$ cat config.mk
export PLATFORM = sky130hd
export DESIGN_NAME = zs_cluster_encoder
export DESIGN_NICKNAME = d
export VERILOG_FILES = /design/src/rtl/zs_cluster_encoder.sv
export SDC_FILE = /design/constraint.sdc
export NUM_CORES = 1
export LEC_CHECK = 0
export BUFFER_PORTS_ARGS = -buffer_cell sky130_fd_sc_hd__buf_2
export CAP_MARGIN = 20
export CORE_ASPECT_RATIO = 0.8
export CORE_UTILIZATION = 53
export CTS_CLUSTER_DIAMETER = 200
export CTS_CLUSTER_SIZE = 25
export DETAILED_ROUTE_END_ITERATION = 8
export HOLD_SLACK_MARGIN = 0.15
export PLACE_DENSITY_LB_ADDON = 0.08
export SYNTH_ARGS = -nofsm -noshare
export SYNTH_HDL_FRONTEND = slang
export SYNTH_SLANG_ARGS = --single-unit
$ cat constraint.sdc
create_clock -name clk -period 3.7 [get_ports clk]
set_input_delay 0.185 -clock clk [delete_from_list [all_inputs] [get_ports clk]]
set_output_delay 0.185 -clock clk [all_outputs]
set_load 0.05 [all_outputs]
$ cat src/rtl/zs_cluster_encoder.sv
module zs_cluster_encoder #(
  parameter int ADDR_W = 18,
  parameter int CNT_W  = 18
) (
  input  logic              clk,
  input  logic              rst_n,
  input  logic              start,
  input  logic              bank_odd,
  input  logic [CNT_W-1:0]  scan_len,
  input  logic [15:0]       evt_num,
  output logic [ADDR_W-1:0] sram_addr,
  output logic              rd_even,
  output logic              rd_odd,
  input  logic [11:0]       even_rdata,
  input  logic [11:0]       odd_rdata,
  input  logic              fifo_full,
  input  logic              fifo_empty,
  output logic              fifo_wr,
  output logic [15:0]       fifo_wdata,
  input  logic [1:0]        reg_sel,
  input  logic              reg_wr,
  input  logic [CNT_W-1:0]  reg_wdata,
  output logic [CNT_W-1:0]  reg_rdata,
  output logic              done,
  output logic              ready,
  output logic              size_err,
  output logic              thresh
);

  localparam int HA_W = 18;

  function automatic logic flagged(input logic [11:0] w);
    return w[10] | w[11];
  endfunction

  logic              running, done_q, err_q, bank_q, rd_v, in_clu, first_q;
  logic [CNT_W-1:0]  len_q, fetch_cnt, cons_cnt, wcount, exp_q, thr_q;
  logic [15:0]       evn_q;
  logic [1:0]        qcnt, sub, hist;
  logic [11:0]       q0, q1;
  logic [2:0]        sv;
  logic [11:0]       sd [3];
  logic [ADDR_W-1:0] sa [3];

  logic [11:0]  rdata, in_word;
  logic [4:0]   win;
  logic [2:0]   occ;
  logic [HA_W-1:0] ca;
  logic fetch_more, in_v, have_in, kept, hdr_cyc, adv, data_wr, pop, issue, finish;

  assign rdata      = bank_q ? odd_rdata : even_rdata;
  assign fetch_more = running && (fetch_cnt != len_q);
  assign in_v       = (qcnt != 2'd0);
  assign in_word    = in_v ? q0 : 12'd0;
  assign have_in    = in_v || (!fetch_more && !rd_v);
  assign win        = {hist, sv[2] & flagged(sd[2]), sv[1] & flagged(sd[1]), sv[0] & flagged(sd[0])};
  assign kept       = sv[2] && (|win);
  assign hdr_cyc    = running && !fifo_full && kept && (!in_clu || sub != 2'd0);
  assign adv        = running && !fifo_full && have_in && !hdr_cyc;
  assign data_wr    = adv && kept;
  assign pop        = adv && in_v;
  assign occ        = {1'b0, qcnt} + {2'b0, rd_v} - {2'b0, pop};
  assign issue      = fetch_more && (occ <= 3'd1);
  assign finish     = running && !fetch_more && !rd_v && !in_v && (sv == 3'b000);

  assign sram_addr  = ADDR_W'(fetch_cnt);
  assign rd_even    = issue && !bank_q;
  assign rd_odd     = issue && bank_q;
  assign fifo_wr    = hdr_cyc || data_wr;
  assign ca         = HA_W'(sa[2]);

  always_comb begin
    fifo_wdata = {2'b01, ca[2:0], sd[2][10], sd[2][9:0]};
    if (hdr_cyc) begin
      case (sub)
        2'd0:    fifo_wdata = {1'b1, ca[HA_W-1:3]};
        2'd1:    fifo_wdata = evn_q;
        default: fifo_wdata = 16'h0000;
      endcase
    end
  end

  always_comb begin
    case (reg_sel)
      2'd0:    reg_rdata = exp_q;
      2'd1:    reg_rdata = thr_q;
      2'd2:    reg_rdata = wcount;
      default: reg_rdata = '0;
    endcase
  end

  assign done     = done_q;
  assign ready    = done_q && fifo_empty;
  assign size_err = err_q;
  assign thresh   = (wcount >= thr_q);

  always_ff @(posedge clk or negedge rst_n) begin
    if (!rst_n) begin
      running <= 1'b0; done_q <= 1'b1; err_q <= 1'b0; bank_q <= 1'b0;
      rd_v <= 1'b0; in_clu <= 1'b0; first_q <= 1'b0;
      len_q <= '0; fetch_cnt <= '0; cons_cnt <= '0; wcount <= '0;
      exp_q <= '0; thr_q <= '0; evn_q <= '0;
      qcnt <= '0; sub <= '0; hist <= '0; q0 <= '0; q1 <= '0; sv <= '0;
      for (int i = 0; i < 3; i++) begin
        sd[i] <= '0;
        sa[i] <= '0;
      end
    end else begin
      if (reg_wr && reg_sel == 2'd0) exp_q <= reg_wdata;
      if (reg_wr && reg_sel == 2'd1) thr_q <= reg_wdata;
      if (start && !running) begin
        running <= 1'b1; done_q <= 1'b0; err_q <= 1'b0;
        bank_q <= bank_odd; len_q <= scan_len; evn_q <= evt_num;
        fetch_cnt <= '0; cons_cnt <= '0; wcount <= '0;
        rd_v <= 1'b0; qcnt <= '0; sv <= '0; hist <= '0;
        in_clu <= 1'b0; first_q <= 1'b1; sub <= '0;
      end else if (running) begin
        fetch_cnt <= fetch_cnt + CNT_W'(issue);
        rd_v      <= issue;
        wcount    <= wcount + CNT_W'(fifo_wr);
        case ({rd_v, pop})
          2'b10: begin
            if (qcnt == 2'd0) q0 <= rdata;
            else              q1 <= rdata;
            qcnt <= qcnt + 2'd1;
          end
          2'b01: begin
            q0   <= q1;
            qcnt <= qcnt - 2'd1;
          end
          2'b11: begin
            if (qcnt == 2'd1) q0 <= rdata;
            else begin
              q0 <= q1;
              q1 <= rdata;
            end
          end
          default: ;
        endcase
        if (adv) begin
          sd[0] <= in_word; sa[0] <= ADDR_W'(cons_cnt); sv[0] <= in_v;
          sd[1] <= sd[0];   sa[1] <= sa[0];             sv[1] <= sv[0];
          sd[2] <= sd[1];   sa[2] <= sa[1];             sv[2] <= sv[1];
          hist     <= {hist[0], win[2]};
          cons_cnt <= cons_cnt + CNT_W'(in_v);
          if (sv[2] && !kept) in_clu <= 1'b0;
        end
        if (hdr_cyc) begin
          case (sub)
            2'd0: begin
              in_clu  <= 1'b1;
              first_q <= 1'b0;
              sub     <= first_q ? 2'd1 : 2'd0;
            end
            2'd1:    sub <= 2'd2;
            default: sub <= 2'd0;
          endcase
        end
        if (finish) begin
          running <= 1'b0;
          done_q  <= 1'b1;
          err_q   <= (cons_cnt != exp_q);
        end
      end
    end
  end

  assert_queue_bound_R7: assert property (@(posedge clk) disable iff (!rst_n)
    qcnt <= 2'd2);

  assert_read_bank_R6: assert property (@(posedge clk) disable iff (!rst_n)
    (rd_even || rd_odd) |-> (running && $onehot0({rd_even, rd_odd})));

  assert_data_follows_header_R4: assert property (@(posedge clk) disable iff (!rst_n)
    (hdr_cyc && sub == 2'd0 && !first_q) |=> (!fifo_wr || fifo_wdata[15:14] == 2'b01));

  assert_err_idle_only_R10: assert property (@(posedge clk) disable iff (!rst_n)
    size_err |-> !running);

  assert_start_ignored_R13: assert property (@(posedge clk) disable iff (!rst_n)
    (running && start && !finish) |=> running);

  assert_no_write_idle_R12: assert property (@(posedge clk) disable iff (!rst_n)
    !running |-> !fifo_wr);

  assert_count_hold_R9: assert property (@(posedge clk) disable iff (!rst_n)
    (running && !fifo_wr) |=> $stable(wcount));

endmodule

==> results of run 1 <==
flip-flops by register name (all words and copies together) (netlist names), 2 cells and up:
signal,cells
ca,18
cons_cnt,18
evn_q,16
exp_q,18
hist,2
len_q,18
q0,12
q1,12
qcnt,2
sa,36
sd,36
sram_addr,18
sub,2
sv,3
thr_q,18
wcount,18
area by class of cell:
type                       instances  area, um^2  share of cell area
sequential                       254        6360               0.430
multi-input combinational        820        5740               0.389
timing repair buffer             248        1760               0.119
clock buffer                      19         390              0.0264
tap                              306         383              0.0259
inverter                          30         113             0.00762
clock inverter                     1        30.0             0.00203
worst register-to-register path, stage by stage (launching register included):
cell and delay, ns:
dfrtp_1 0.42, o21ai_2 0.24, a41oi_4 0.22, a211oi_4 0.34
ha_4 0.24, inv_1 0.05, ha_1 0.14, inv_1 0.05
fa_2 0.51, and4_4 0.26, ha_4 0.16, ha_1 0.20
nand3_1 0.19, nor2_2 0.20, nand4_1 0.12, mux2i_1 0.14
worst max path at each step:
stage                      start            end  slack (ns)  cells after the start
after floorplan           sd[34]  sram_addr[15]        0.02                     16
after global placement    sd[34]  sram_addr[15]        0.23                     15
after detailed placement  sd[34]  sram_addr[15]        0.14                     15
after CTS                 sd[34]        rd_even        0.05                     11
after global routing      sd[22]  sram_addr[14]       0.002                     15
final                     sd[22]        rd_even        0.08                     11
repair_timing:
| action | 4_1_cts | 5_1_grt |
|---|---|---|
| setup endpoints to repair | 0 | 5 |
| endpoints found under the hold margin | 195 | 0 |
| hold buffers | 82 | 0 |
| resized for setup | 0 | 3 |
Yosys cell counts, drive strengths merged, types with 8 or more instances:
cell type	count	area, um^2
nand2b	11	68.8
ha	29	363
o31ai	29	218
or4	8	60.1
inv	30	113
mux2i	53	531
buf	25	133
xor2	20	175
nor4	9	71.3
nand2	214	803
o211ai	12	90.1
mux2	111	1250
a22o	13	114
a21oi	26	141
nand3	41	205
nand4	24	150
nor2	36	143
dfrtp	253	6330
clkbuf	42	159
o21ai	91	455
xnor2	23	201
layer usage:
layer | track usage | wire length (um)
met1 | 0.403 | 15500
met2 | 0.387 | 13000
met3 | 0.0318 | 1320
met4 | 0.0391 | 316
met5 | 0 | 0
power by group:
| group | total [mW] | leakage, nW | switching (mW) | internal (mW) |
|---|---|---|---|---|
| sequential | 4.01 | 3.24 | 0.580 | 3.43 |
| combinational | 3.57 | 3.55 | 2.14 | 1.43 |
| clock | 1.69 | 0.201 | 0.931 | 0.762 |
| total | 9.27 | 7.00 | 3.65 | 5.62 |
through the flow:
stage                util  cells
floorplan               -   1171
global placement    0.596   1576
detailed placement  0.596   1576
CTS                 0.651   1678
global route        0.651   1678
finish              0.651   1678
kinds of logic (layout without fill, tap and decap cells):
family | Yosys count | after routing | share of synthesized area
XOR/XNOR | 43 | 43 | 0.0304
AND/OR/NAND/NOR | 384 | 384 | 0.144
adder cells (fa/ha/maj) | 30 | 30 | 0.0309
buffers and inverters | 97 | 298 | 0.0327
multiplexers | 164 | 164 | 0.144
AO/OA/AOI/OAI | 199 | 199 | 0.104
flip-flops | 254 | 254 | 0.514
==> reports/metrics.cfg, run 1 <==
[power_and_ir_drop]
power_mw = 9.27
powerDensity_nw_per_um2 = 628
leakage_nw = 7.00
ir_drop_uv = 396

[final_layout]
final_nets = 1483
final_cell_mix = dfrtp_1 (253), nand2_1 (212), buf_2 (141)
final_area_um2 = 14800
drive_gt1_frac = 0.235
syn_to_final_growth_pct = 19.4
n_antenna_cell = 0
layout_commonest_cell = dfrtp_1
fill_cells = 1803

[sta]
relSlewSlack = 0.274
fin_setup_tns_ns = 0
worstMarginPinSlew_ns = 1.09
setup_viol_count_final = 0
slew_viol_final = 0
timing.hold.ws_ns = 0.158
setup_slack_ns = 0.0758
max_freq_ghz = 0.276
timing.final.crit_period_ns = 3.62
rsz0062_at_grt = no
hold_violations = 0
period_share = 0.980
fin_skew_ns = 0.0288

[worst_hold_path]
min_from = odd_rdata[5]
min_to = q0[5]
timing.hold.worst_path_depth = 5
hold_path.class = in2reg

[floorplanning]
start_util = 0.545
rows = 49
io_pins = 144
die_height_um = 139
die_w_um = 173
dieArea_um2 = 24000
core_um2 = 22700

[yosys]
synth_seq_cells = 254
avgSynthCellArea_um2 = 10.6
synth_edf_count = 0
ys.flop_type = dfrtp_1
ys_seq_area_frac = 0.514
synth_nets = 1286
postSynth.asyncResetShare = 1.00
syn_area_um2 = 12400
yosysWarnings = 0
synth_cells = 1171
ys_types = 61

[drt]
drtPass1Iterations = 6
via_per_inst = 5.46
wl_per_cell_um = 17.9
dr.first_iter.drc_count = 622
drc = 0
ant_nets = 0
vias = 9170
wl_mm = 30.1

[critical_path]
critPathTopFamily = adder cells
crit_top_cell = inv_1
critical_path.cell_chain = o21ai_2, a41oi_4, a211oi_4, ha_4, inv_1, ha_1, inv_1, fa_2, and4_4, nor2b_1, clkbuf_4
crit_buf_inv = 3
critPathCaptureType = primary output
r2r-end = sram_addr[16]
r2r_cells = 15
critPathKind = reg2out
rrSetupSlack_ns = 0.13
required_ns = 3.51
crit-reg2reg-launch = sd[22]
critical_path.max_fanout = 4
critPathMaxStageDelay_ns = 0.51
worstPathArrival_ns = 3.44
critical_path.startpoint_type = flop
worst_path_max_delay_cell = fa_2

[status]
status = finished, final reports clean

[clock_network]
post_cts_buffers = 0
cts.path.max_buffers = 3
clk_pin_slew_ns = 0.10
cts-buffers-inserted = 14
cts_htree_levels = 1
cts_tree = built
root_buffer = clkbuf_16
clock_latency_ns = 0.49
cts.sinks = 254

[global_route]
grt_pass1_wl_mm = 49.6
grt-ovfl-total = 0
grt_pass1_vias = 9123
antenna_found_initial = 0
grt_max_degree = 103
track_usage = 0.256

[placement]
finalWeightedCongestion = 0.859
place_ws_ns = 0.138
post_dp_cell_area_um2 = 13500
io_buffers = 143
dp_hpwl_mm = 19.9

[flow_run]
drv_cap = 0

No activity file was read; power rests on OpenSTA's default activity.
==> run 2, diff against run 1 <==
--- a/config.mk
+++ b/config.mk
@@ -13,6 +13,7 @@
 export CTS_CLUSTER_SIZE = 25
 export DETAILED_ROUTE_END_ITERATION = 8
 export HOLD_SLACK_MARGIN = 0.15
+export MAX_ROUTING_LAYER = met4
 export PLACE_DENSITY_LB_ADDON = 0.08
 export SYNTH_ARGS = -nofsm -noshare
 export SYNTH_HDL_FRONTEND = slang
==> run 2 against run 1 <==
  * Combinational power is essentially flat
  * Non-clock buffer count unchanged
  * Wire length hardly changed
  * Critical path depth stayed put
  * Flip-flop and latch count unchanged
  * Final cell count stayed put
  * Core utilization is the same
  * Global-route usage rose by 0.82 points
  * Critical path type unchanged
  * Critical endpoint unchanged
  * Largest power group unchanged
==> reports/metrics.cfg, run 2 (synthesized netlist as in run 1, its figures left out) <==
[status]
status = finished, final reports clean  ; unchanged

[clock_network]
root_buffer = clkbuf_16  ; unchanged
cts-buffers-inserted = 14  ; unchanged
cts_htree_levels = 1  ; unchanged
cts_tree = built  ; unchanged
cts.path.max_buffers = 3  ; unchanged
clk_pin_slew_ns = 0.10  ; about the same
clock_latency_ns = 0.49  ; about the same
post_cts_buffers = 0  ; unchanged
cts.sinks = 254  ; unchanged

[critical_path]
critPathCaptureType = primary output  ; unchanged
required_ns = 3.51  ; about the same
critical_path.max_fanout = 4  ; unchanged
critical_path.startpoint_type = flop  ; unchanged
critPathKind = reg2out  ; unchanged
worstPathArrival_ns = 3.43  ; was 3.44 ns

[sta]
fin_skew_ns = 0.0298  ; was 0.0288 ns
timing.hold.ws_ns = 0.159  ; was 0.158 ns
period_share = 0.976  ; was 0.980
worstMarginPinSlew_ns = 1.09  ; about the same
timing.final.crit_period_ns = 3.61  ; was 3.62 ns
hold_violations = 0  ; unchanged
fin_setup_tns_ns = 0  ; unchanged
setup_viol_count_final = 0  ; unchanged
relSlewSlack = 0.270  ; was 0.274
slew_viol_final = 0  ; unchanged
max_freq_ghz = 0.277  ; was 0.276 GHz
rsz0062_at_grt = no  ; unchanged

[floorplanning]
rows = 49  ; unchanged
dieArea_um2 = 24000  ; unchanged
core_um2 = 22700  ; unchanged
die_w_um = 173  ; unchanged
io_pins = 144  ; unchanged
start_util = 0.545  ; unchanged
die_height_um = 139  ; unchanged

[placement]
post_dp_cell_area_um2 = 13500  ; unchanged
dp_hpwl_mm = 19.9  ; unchanged
dp.cells = 1576  ; unchanged
finalWeightedCongestion = 0.872  ; was 0.859
io_buffers = 143  ; unchanged

[drt]
drc = 0  ; unchanged
dr.first_iter.drc_count = 670  ; was 622
wl_mm = 30.1  ; about the same
ant_nets = 0  ; unchanged
wl_per_cell_um = 17.9  ; about the same
drtPass1Iterations = 5  ; was 6
vias = 9217  ; was 9170
via_per_inst = 5.49  ; was 5.46

[final_layout]
largestRegisters = sa (36), sd (36)  ; unchanged
syn_to_final_growth_pct = 19.4  ; unchanged
final_cell_mix = dfrtp_1 (253), nand2_1 (212), buf_2 (141)  ; unchanged
fin_util = 0.651  ; unchanged
n_antenna_cell = 0  ; unchanged
final_nets = 1483  ; unchanged
layout_commonest_cell = dfrtp_1  ; unchanged
final_area_um2 = 14800  ; unchanged
drive_gt1_frac = 0.235  ; unchanged
instances_no_fill = 1678  ; unchanged

[worst_hold_path]
hold_path.class = in2reg  ; unchanged

[global_route]
grt_pass1_vias = 9127  ; was 9123
track_usage = 0.265  ; was 0.256
grt_max_degree = 103  ; unchanged
antenna_found_initial = 0  ; unchanged
grt_pass1_wl_mm = 49.6  ; about the same
grt-ovfl-total = 0  ; unchanged

[flow_run]
drv_cap = 0  ; unchanged

[power_and_ir_drop]
powerDensity_nw_per_um2 = 628  ; about the same
p_int_mw = 5.62  ; about the same
ir_drop_uv = 396  ; about the same
seqPwrFrac = 0.432  ; about the same
leakage_nw = 7.00  ; unchanged
p_switching_mw = 3.66  ; was 3.65 mW
combPwrFrac = 0.385  ; about the same
clockPowerShare = 0.183  ; about the same
switching_share = 0.394  ; about the same

==> run 2: worst paths after layout <==
kind | start | end | slack [ns] | cells past startpoint
max | sd[22] | rd_even | 0.09 | 11
min | odd_rdata[5] | q0[5] | 0.16 | 5
max reg2reg | sd[22] | sram_addr[16] | 0.15 | 15
min reg2reg | evn_q[7] | evn_q[7] | 0.49 | 2
max in group asynchronous | rst_n | q0[3] | 2.50 | 3
min in group asynchronous | rst_n | sram_addr[7] | 0.30 | 2
==> run 2: layer usage <==
metal	up-vias	part of all wire	global-route usage	wire (um)
met3	22	0.046	0.0310	1370
met2	223	0.43	0.388	12900
met5	-	0	-	0
li1	4501	-	-	-
met4	0	0.011	0.0391	318
met1	4471	0.51	0.403	15500
==> run 2: worst max-delay path: stages, from the launching register on <==
cell and delay (ns):
dfrtp_1 0.42, o21ai_2 0.24, a41oi_4 0.21, a211oi_4 0.34
ha_4 0.24, inv_1 0.05, ha_1 0.14, inv_1 0.05
fa_2 0.51, and4_4 0.26, nor2b_1 0.21, clkbuf_4 0.28
==> run 2: layout make-up <==
| cell class | instances | area, um^2 |
|---|---|---|
| clock buffers | 19 | 390 |
| clock inverters | 1 | 30.0 |
| fillers | 1803 | 7910 |
| inverters | 30 | 113 |
| multi-input cells | 820 | 5740 |
| flip-flops and latches | 254 | 6360 |
| well taps | 306 | 383 |
| repair buffers | 248 | 1760 |
==> run 2: metrics by stage <==
stage                     setup WS [ns]  power [mW]
after floorplan                  0.0163        6.61
after global placement            0.230        7.47
after detailed placement          0.138        7.53
after CTS                        0.0549        9.33
after global routing            0.00198        9.88
final                            0.0873        9.28
==> run 2: repair_timing <==
item	4_1_cts	5_1_grt
resized for setup	0	3
endpoints found under the hold margin	195	0
hold buffers	82	0
endpoints found under the setup margin	0	5
==> run 2: power by group through the flow <==
| stage | logic, mW | clock network, mW | registers [mW] |
|---|---|---|---|
| 2_1_floorplan | 2.68 | 0 | 3.93 |
| 3_3_place_gp | 3.43 | 0 | 4.03 |
| 3_5_place_dp | 3.47 | 0 | 4.06 |
| 4_1_cts | 3.57 | 1.76 | 4.00 |
| 5_1_grt | 3.93 | 1.84 | 4.10 |
| 6_report | 3.57 | 1.70 | 4.01 |
==> run 3, diff against run 2 <==
--- a/config.mk
+++ b/config.mk
@@ -7,7 +7,6 @@
 export LEC_CHECK = 0
 export BUFFER_PORTS_ARGS = -buffer_cell sky130_fd_sc_hd__buf_2
 export CAP_MARGIN = 20
-export CORE_ASPECT_RATIO = 0.8
 export CORE_UTILIZATION = 53
 export CTS_CLUSTER_DIAMETER = 200
 export CTS_CLUSTER_SIZE = 25
==> run 3 against run 2 <==
  * Fmax is 3.3% higher
  * Worst hold slack worse by 0.0063 ns
  * Sequential power hardly changed
  * Wire length is 0.71% lower
  * Count of clock-buffer cells in the layout stayed put
  * Critical path depth stayed put
  * Final cell count is 0.66% higher
  * Register-to-register slack better by 0.11 ns
  * Critical path type unchanged
==> reports/metrics.cfg, run 3 (synthesized netlist as in run 1, its figures left out) <==
[status]
status = finished, final reports clean  ; unchanged

[final_layout]
drive_gt1_frac = 0.241  ; was 0.235
instances_no_fill = 1689  ; was 1678
final_area_um2 = 14800  ; about the same
largestRegisters = sa (36), sd (36)  ; unchanged
syn_to_final_growth_pct = 19.7  ; was 19.4%
n_antenna_cell = 0  ; unchanged
final_cell_mix = dfrtp_1 (253), nand2_1 (212), buf_2 (140)  ; was dfrtp_1 (253), nand2_1 (212), buf_2 (141)
final_nets = 1487  ; was 1483
layout_commonest_cell = dfrtp_1  ; unchanged

[power_and_ir_drop]
leakage_nw = 7.01  ; was 7.00 nW
powerDensity_nw_per_um2 = 628  ; about the same
ir_drop_uv = 319  ; was 396 uV

[floorplanning]
io_pins = 144  ; unchanged
die_w_um = 155  ; was 173 um
rows = 55  ; was 49
dieArea_um2 = 24000  ; about the same
start_util = 0.543  ; was 0.545
core_um2 = 22800  ; was 22700 um^2
die_height_um = 155  ; was 139 um

[drt]
ant_nets = 0  ; unchanged
dr.first_iter.drc_count = 565  ; was 670
via_per_inst = 5.53  ; was 5.49
drtPass1Iterations = 5  ; unchanged
wl_per_cell_um = 17.7  ; was 17.9 um
drc = 0  ; unchanged
wl_mm = 29.9  ; was 30.1 mm
vias = 9333  ; was 9217

[critical_path]
rrSetupSlack_ns = 0.26  ; was 0.15 ns
critPathKind = reg2out  ; unchanged
critical_path.max_fanout = 4  ; unchanged
critical_path.startpoint_type = flop  ; unchanged
critPathCaptureType = primary output  ; unchanged
worstPathArrival_ns = 3.31  ; was 3.43 ns
required_ns = 3.51  ; about the same

[sta]
slew_viol_final = 0  ; unchanged
timing.hold.ws_ns = 0.153  ; was 0.159 ns
setup_viol_count_final = 0  ; unchanged
period_share = 0.945  ; was 0.976
relSlewSlack = 0.296  ; was 0.270
rsz0062_at_grt = no  ; unchanged
fin_setup_tns_ns = 0  ; unchanged
fin_skew_ns = 0.0332  ; was 0.0298 ns
max_freq_ghz = 0.286  ; was 0.277 GHz
hold_violations = 0  ; unchanged
timing.final.crit_period_ns = 3.50  ; was 3.61 ns
worstMarginPinSlew_ns = 1.05  ; was 1.09 ns

[clock_network]
clock_latency_ns = 0.50  ; was 0.49 ns
cts_tree = built  ; unchanged
cts_htree_levels = 1  ; unchanged
cts-buffers-inserted = 14  ; unchanged
root_buffer = clkbuf_16  ; unchanged
cts.path.max_buffers = 3  ; unchanged
clk_pin_slew_ns = 0.10  ; about the same
cts.sinks = 254  ; unchanged

[placement]
post_dp_cell_area_um2 = 13500  ; about the same
dp_hpwl_mm = 20.4  ; was 19.9 mm
finalWeightedCongestion = 0.853  ; was 0.872
dp.cells = 1588  ; was 1576
io_buffers = 143  ; unchanged

[global_route]
grt-ovfl-total = 0  ; unchanged
grt_pass1_vias = 8940  ; was 9127
grt_max_degree = 103  ; unchanged
antenna_found_initial = 0  ; unchanged
track_usage = 0.263  ; was 0.265
grt_pass1_wl_mm = 48.3  ; was 49.6 mm

[worst_hold_path]
hold_path.class = in2reg  ; unchanged

[flow_run]
drv_cap = 0  ; unchanged

## run 3: changes by cell type in the layout (fill, tap and decap cells not counted), moves of 2 or more
cell	change
buf_12	-2
buf_4	+8
dlygate4sd3_1	-2
o21ai_2	-2
o21ai_4	+2
## run 3: path summary, 6_finish.rpt
check	cells past startpoint	to	start
setup / recovery	11	rd_odd	sd[34]
hold / removal	5	q0[9]	odd_rdata[9]
setup reg to reg	15	sram_addr[16]	sd[34]
hold reg to reg	2	evn_q[9]	evn_q[9]
max in group asynchronous	3	bank_q	rst_n
min in group asynchronous	2	len_q[9]	rst_n
## run 3: area by class of cell
cell class	count	area, um^2
fill	1826	7970
sequential	254	6360
multi-input combinational	820	5760
timing repair buffer	252	1770
tap	313	392
clock buffer	19	390
inverter	30	113
clock inverter	1	30.0
## run 3: per-layer routing
layer  routed length, um  vias to the layer above  part of all wire  GRT usage
met5                   0                        -                 0          -
met4                 622                        0             0.021     0.0585
met3                1180                       43             0.039     0.0322
met2               13500                      237              0.45      0.404
met1               14600                     4556              0.49      0.374
li1                    -                     4497                 -          -
## run 3: power by group
part           switching [mW]  internal (mW)
clock                   0.921          0.762
sequential              0.577           3.43
combinational            2.16           1.46
total                    3.66           5.65
## run 3: worst max-delay path, stage by stage, from the launching register on
cell and delay [ns]:
dfrtp_1 0.44, o21ai_4 0.22, a41oi_4 0.20, a211oi_4 0.29, ha_4 0.23, inv_1 0.05, ha_1 0.13, inv_1 0.05
fa_2 0.51, and4_4 0.27, and2_1 0.18, clkbuf_4 0.25
## run 3: metrics by stage
stage           util  setup WS, ns  total power [mW]
3_3_place_gp   0.594         0.174              7.47
3_5_place_dp   0.594         0.137              7.56
4_1_cts        0.648       0.00673              9.33
5_1_grt        0.650       0.00944              9.91
2_1_floorplan      -        0.0163              6.61
6_report       0.650         0.203              9.31
## run 3: what timing repair did
action,CTS,global route
setup buffers,0,1
gates resized for setup,0,11
setup endpoints to repair,0,9
hold endpoints to repair,190,0
hold buffers,80,0
